==> src/rtl/spiPotPkg.sv <==
package spiPotPkg;
  localparam int TapW    = 6;
  localparam int NumPots = 2;
  localparam int NumDr   = 4;
  localparam int ByteW   = 8;
  localparam int PotIdxW = $clog2(NumPots);
  localparam int DrIdxW  = $clog2(NumDr);
  localparam int BitCntW = $clog2(ByteW);

  typedef enum logic [3:0] {
    OP_RD_WIPER = 4'b1001,
    OP_WR_WIPER = 4'b1010,
    OP_RD_DATA  = 4'b1011,
    OP_WR_DATA  = 4'b1100,
    OP_CP_D2W   = 4'b1101,
    OP_CP_W2D   = 4'b1110
  } potOp_e;

  typedef enum logic [1:0] {
    ST_ADDR, ST_INSTR, ST_DATA, ST_SKIP
  } frameState_e;

  typedef struct packed {
    logic              wrWiper;
    logic              wrData;
    logic              cpyDtoW;
    logic              cpyWtoD;
    logic              ldRdWiper;
    logic              ldRdData;
    logic              shiftTx;
    logic              clrTx;
    logic [PotIdxW-1:0] pot;
    logic [DrIdxW-1:0]  dr;
    logic [TapW-1:0]    wdata;
  } ctrlStrobes_t;
endpackage

==> src/rtl/spiPotCtrl.sv <==
module spiPotCtrl
  import spiPotPkg::*;
#(
  parameter logic [3:0] TypeId = 4'b0101
) (
  input  logic         clk,
  input  logic         rstN,
  input  logic         csN,
  input  logic         sck,
  input  logic         mosi,
  input  logic [1:0]   addrPins,
  output ctrlStrobes_t strobes,
  output logic         addrOk
);
  logic               sckQ;
  logic               sckRise, sckFall, byteDone, instrLegal, needsData;
  logic [ByteW-2:0]   shiftQ;
  logic [ByteW-1:0]   byteIn;
  logic [BitCntW-1:0] bitCnt;
  frameState_e        state;
  logic [3:0]         opQ;
  logic [PotIdxW-1:0] potQ;
  logic [DrIdxW-1:0]  drQ;

  assign sckRise    = ~csN & sck & ~sckQ;
  assign sckFall    = ~csN & ~sck & sckQ;
  assign byteIn     = {shiftQ, mosi};
  assign byteDone   = sckRise && (bitCnt == BitCntW'(ByteW - 1));
  assign instrLegal = (byteIn[1] == 1'b0);

  always_comb begin
    unique case (byteIn[7:4])
      OP_RD_WIPER, OP_WR_WIPER, OP_RD_DATA, OP_WR_DATA: needsData = 1'b1;
      default: needsData = 1'b0;
    endcase
  end

  always_ff @(posedge clk) begin
    if (!rstN) sckQ <= 1'b0;
    else       sckQ <= sck;
  end

  always_ff @(posedge clk) begin
    if (!rstN || csN) begin
      state  <= ST_ADDR;
      bitCnt <= '0;
      shiftQ <= '0;
      addrOk <= 1'b0;
      opQ    <= '0;
      potQ   <= '0;
      drQ    <= '0;
    end else if (sckRise) begin
      bitCnt <= bitCnt + 1'b1;
      shiftQ <= byteIn[ByteW-2:0];
      if (byteDone) begin
        unique case (state)
          ST_ADDR: begin
            if (byteIn[7:4] == TypeId && byteIn[3:2] == 2'b00 && byteIn[1:0] == addrPins) begin
              addrOk <= 1'b1;
              state  <= ST_INSTR;
            end else begin
              state  <= ST_SKIP;
            end
          end
          ST_INSTR: begin
            opQ   <= byteIn[7:4];
            potQ  <= byteIn[PotIdxW-1:0];
            drQ   <= byteIn[3:2];
            state <= (instrLegal && needsData) ? ST_DATA : ST_SKIP;
          end
          default: state <= ST_SKIP;
        endcase
      end
    end
  end

  always_comb begin
    strobes         = '0;
    strobes.shiftTx = sckFall;
    strobes.clrTx   = csN;
    strobes.wdata   = byteIn[TapW-1:0];
    strobes.pot     = (state == ST_INSTR) ? byteIn[PotIdxW-1:0] : potQ;
    strobes.dr      = (state == ST_INSTR) ? byteIn[3:2] : drQ;
    if (byteDone && state == ST_INSTR && instrLegal) begin
      unique case (byteIn[7:4])
        OP_RD_WIPER: strobes.ldRdWiper = 1'b1;
        OP_RD_DATA:  strobes.ldRdData  = 1'b1;
        OP_CP_D2W:   strobes.cpyDtoW   = 1'b1;
        OP_CP_W2D:   strobes.cpyWtoD   = 1'b1;
        default: ;
      endcase
    end
    if (byteDone && state == ST_DATA) begin
      unique case (opQ)
        OP_WR_WIPER: strobes.wrWiper = 1'b1;
        OP_WR_DATA:  strobes.wrData  = 1'b1;
        default: ;
      endcase
    end
  end
endmodule

==> src/rtl/spiPotRegs.sv <==
module spiPotRegs
  import spiPotPkg::*;
(
  input  logic         clk,
  input  logic         rstN,
  input  ctrlStrobes_t strobes,
  output logic         misoBit,
  output logic [TapW-1:0] wiperOut [NumPots]
);
  logic [TapW-1:0]  wiperQ [NumPots];
  logic [TapW-1:0]  dataQ  [NumPots][NumDr];
  logic [ByteW-1:0] txQ;

  for (genvar p = 0; p < NumPots; p++) begin : g_pot
    logic potHit;
    assign potHit      = (strobes.pot == PotIdxW'(p));
    assign wiperOut[p] = wiperQ[p];

    always_ff @(posedge clk) begin
      if (!rstN)                            wiperQ[p] <= '0;
      else if (strobes.wrWiper && potHit)   wiperQ[p] <= strobes.wdata;
      else if (strobes.cpyDtoW && potHit)   wiperQ[p] <= dataQ[p][strobes.dr];
    end

    for (genvar d = 0; d < NumDr; d++) begin : g_dr
      logic drHit;
      assign drHit = potHit && (strobes.dr == DrIdxW'(d));
      always_ff @(posedge clk) begin
        if (!rstN)                          dataQ[p][d] <= '0;
        else if (strobes.wrData && drHit)   dataQ[p][d] <= strobes.wdata;
        else if (strobes.cpyWtoD && drHit)  dataQ[p][d] <= wiperQ[p];
      end
    end
  end

  always_ff @(posedge clk) begin
    if (!rstN || strobes.clrTx) begin
      txQ     <= '0;
      misoBit <= 1'b0;
    end else if (strobes.ldRdWiper) begin
      txQ <= {{(ByteW-TapW){1'b0}}, wiperQ[strobes.pot]};
    end else if (strobes.ldRdData) begin
      txQ <= {{(ByteW-TapW){1'b0}}, dataQ[strobes.pot][strobes.dr]};
    end else if (strobes.shiftTx) begin
      misoBit <= txQ[ByteW-1];
      txQ     <= {txQ[ByteW-2:0], 1'b0};
    end
  end
endmodule

==> src/rtl/spiPotFrameDecoder.sv <==
module spiPotFrameDecoder
  import spiPotPkg::*;
#(
  parameter logic [3:0] TypeId = 4'b0101
) (
  input  logic            clk,
  input  logic            rstN,
  input  logic            csN,
  input  logic            sck,
  input  logic            mosi,
  input  logic [1:0]      addrPins,
  output logic            misoData,
  output logic            misoOe,
  output logic [TapW-1:0] wiperTap0,
  output logic [TapW-1:0] wiperTap1
);
  ctrlStrobes_t    strobes;
  logic            addrOk;
  logic [TapW-1:0] wiperOut [NumPots];

  spiPotCtrl #(.TypeId(TypeId)) ctrl_i (
    .clk, .rstN, .csN, .sck, .mosi, .addrPins,
    .strobes(strobes), .addrOk(addrOk)
  );

  spiPotRegs regs_i (
    .clk, .rstN, .strobes(strobes),
    .misoBit(misoData), .wiperOut(wiperOut)
  );

  assign misoOe    = ~csN & addrOk;
  assign wiperTap0 = wiperOut[0];
  assign wiperTap1 = wiperOut[1];
endmodule

==> config.mk <==
export PLATFORM = sky130hd
export DESIGN_NAME = spiPotFrameDecoder
export DESIGN_NICKNAME = d
export VERILOG_FILES = /design/src/rtl/spiPotPkg.sv /design/src/rtl/spiPotCtrl.sv /design/src/rtl/spiPotRegs.sv /design/src/rtl/spiPotFrameDecoder.sv
export SDC_FILE = /design/constraint.sdc
export NUM_CORES = 1
export LEC_CHECK = 0
export BUFFER_PORTS_ARGS = -buffer_cell sky130_fd_sc_hd__buf_2
export CORE_UTILIZATION = 45
export CTS_CLUSTER_DIAMETER = 50
export CTS_CLUSTER_SIZE = 28
export DETAILED_ROUTE_END_ITERATION = 10
export PLACE_DENSITY = 0.67
export SLEW_MARGIN = 10
export SYNTH_ARGS = -nofsm -noshare
export SYNTH_HDL_FRONTEND = slang
export SYNTH_SLANG_ARGS = --single-unit
==> constraint.sdc <==
create_clock -name clk -period 3.3 [get_ports clk]
set_input_delay 0.66 -clock clk [delete_from_list [all_inputs] [get_ports clk]]
set_output_delay 0.66 -clock clk [all_outputs]
set_load 0.01 [all_outputs]
==> results.json <==
{
  "antenna_found_initial": 0,
  "die_height_microns": 104.1,
  "numCtsBuffers": 9,
  "viasPerCell": 6.166,
  "grt_pass1_wl_microns": 19980,
  "synth-compound-area-share_pct": 15.07,
  "rows": 36,
  "worstHoldPathType": "reg -> reg",
  "cts_root_buffer": "clkbuf_8",
  "die_area_sq_um": 10830,
  "drc_errors": 0,
  "cts_tree": "built",
  "synthFlopType": "edfxtp_1",
  "hold_buffers": 0,
  "synth-seq-cells": 90,
  "drive_above_1_share_pct": 16.25,
  "h-tree-depth": 3,
  "diodes": 0,
  "maxSlewViolCount": 0,
  "worstMarginPinSlew_ns": 0.9431,
  "netlist.area_leader.share_pct": 38.42,
  "detail_route.first_pass.iterations": 5,
  "grt-ovfl-total": 0,
  "ys.warnings.count": 0,
  "synth-xor-area-share_pct": 0.7471,
  "critPathLaunchType": "flip-flop",
  "area_growth_syn_to_layout_pct": 10.06,
  "wl_microns": 13100,
  "fin_worst_skew_ns": 0.007196,
  "dpl_cell_area_sq_um": 4943,
  "rsz0062_at_grt": "no",
  "worst_slack_ns": 0.4435,
  "irDropWorstVdd_mv": 0.2128,
  "multiInputGateArea_sq_um": 2102,
  "cp.arrival_ns": 3.07,
  "coreArea_sq_um": 9955,
  "gp_congestion": 0.9740,
  "yosys.area_share.simple_pct": 18.73,
  "cp_max_fo": 14,
  "min_period_over_period_pct": 86.56,
  "die_w_microns": 104.1,
  "max_freq_mhz": 350.1,
  "synth_top_family_by_area": "simple AND/OR/NAND/NOR gates",
  "cp_data_required_time_ns": 3.52,
  "synth_mux_area_share_pct": 9.605,
  "synth_fp_nets": 466,
  "min_from": "ctrl_i.opQ[3]",
  "io_pins": 21,
  "synth_area_leader_cell": "edfxtp_1",
  "period_minus_slack_ns": 2.856,
  "nFillCells": 926,
  "cap_violations": 0,
  "ys_top_cells_by_count": "71 x nor2_1, 60 x edfxtp_1, 50 x nand2_1",
  "via_count": 3780,
  "initial_core_util_pct": 47.11,
  "setup_viol": 0,
  "reg2reg_from": "ctrl_i.state[1]",
  "crit_path_end_kind": "flip-flop",
  "finalSetupTns_ns": 0,
  "synthArstFlopShare_pct": 0,
  "cts_setup_buffers": 0,
  "grt_pass1_vias": 3536,
  "port_buffers": 20,
  "cts.clk_slew.worst_paths_ns": 0.09,
  "slew_headroom_pct": 36.59,
  "synth_area_leaders": "edfxtp_1 38%, dfxtp_1 13%, nor2_1 5.7%",
  "clk_latency_ns": 0.38,
  "netlist_area_sq_um": 4689,
  "final_hold_viol_count": 0,
  "grt.total_usage_pct": 25.02,
  "postSynthCellCount": 457,
  "status": "finished, final reports clean",
  "grt_max_degree": 26,
  "ant_nets": 0,
  "ctsResizeCount": 0,
  "yosysMostFrequentCell": "nor2_1",
  "final_cell_area_sq_um": 5161,
  "pwr_density_cell_nw_per_um2": 428.1,
  "leakagePower_uw": 0.001795,
  "cts.path.max_buffers": 2,
  "synth_edf_count": 60,
  "wl_per_cell_microns": 21.36,
  "place.detailed.hpwl_microns": 9722,
  "avgSynthCellArea_sq_um": 10.26,
  "cts_num_sinks": 90,
  "synth_cell_types": 58,
  "drtIter0Drc": 342,
  "whs_ns": 0.4670,
  "finalNetCount": 484,
  "ys_seq_area_share_pct": 51.23,
  "cp-startpoint": "ctrl_i.state[1]",
  "power_uw": 2210,
  "crit_type": "reg -> reg",
  "seqCellArea_sq_um": 2402,
  "place_ws_ns": 0.5353,
  "synth_fa_ha_area_share_pct": 0.5336
}
[metal layers]
layer	GRT usage, %	vias to the layer above	part of all wire [%]
met5	0	-	0
met4	14.80	0	4.0
met3	4.323	46	8.1
met2	37.71	181	45
met1	33.82	1840	43
li1	-	1713	-
[worst paths after layout]
kind                   end  slack, ns  cells past startpoint
min          ctrl_i.opQ[3]       0.47                      2
min reg2reg  ctrl_i.opQ[3]       0.47                      2
max reg2reg  regs_i.txQ[5]       0.44                      7
max          regs_i.txQ[5]       0.44                      7
[worst max-delay path: stages, from the launching register on]
cell and delay [ns]:
dfxtp_1 0.45, nand2b_1 0.39, mux2i_4 0.63, buf_4 0.33
mux2i_1 0.34, o221ai_1 0.20, o221ai_1 0.22, a21oi_1 0.11
[power by group]
| group | leakage, uW | switching, uW | internal (uW) |
|---|---|---|---|
| Clock | 0.000101 | 405 | 424 |
| Combinational | 0.000883 | 61.9 | 40.9 |
| Sequential | 0.000811 | 39.1 | 1240 |
| Total | 0.00180 | 506 | 1700 |
[layout make-up]
cell class | instances | share of cell area (%)
clock buffers | 9 | 2.400
repair buffers | 41 | 4.994
multi-input cells | 329 | 40.73
clock inverters | 7 | 1.818
inverters | 4 | 0.2909
well taps | 133 | 3.224
flip-flops and latches | 90 | 46.55
[stage by stage]
stage                     cells  utilization (%)
after detailed placement    597            49.66
after CTS                   613            51.85
after global routing        613            51.85
after global placement      597            49.66
final                       613            51.85
after floorplan             457                -
[registers in the layout, summed over array words and instances, names as in the netlist]
signal and flops:
ctrl_i.opQ 4, ctrl_i.sckQ 1, regs_i.dataQ 48, ctrl_i.addrOk 1, ctrl_i.potQ 1, ctrl_i.state 2
regs_i.wiperQ 12, regs_i.misoBit 1, ctrl_i.shiftQ 7, regs_i.txQ 8, ctrl_i.bitCnt 3, ctrl_i.drQ 2
[placed cells by master (no fill, tap or decap), types with 3 or more instances in the layout]
cell	instances
nor2_1	71
edfxtp_1	60
nand2_1	50
a21oi_1	42
dfxtp_1	30
o21ai_0	24
buf_4	21
buf_2	20
mux2i_1	15
nand3_1	11
a22oi_1	11
nor2b_1	9
and3_1	9
a22o_1	9
clkbuf_8	9
o22ai_1	6
mux4_1	5
mux4_2	5
a211oi_1	5
inv_1	4
nand2b_1	4
nor3b_1	4
nor3_1	4
mux2_2	3
xor2_1	3
[kinds of logic (layout without fill, tap and decap cells)]
logic type	count (synthesis)	in the layout
XOR/XNOR	4	4
AO/OA/AOI/OAI	113	113
multiplexers	29	29
adder cells (fa/ha/maj)	2	2
buffers and inverters	38	61
AND/OR/NAND/NOR	181	181
flip-flops	90	90
No activity file was read; power rests on OpenSTA's default activity.
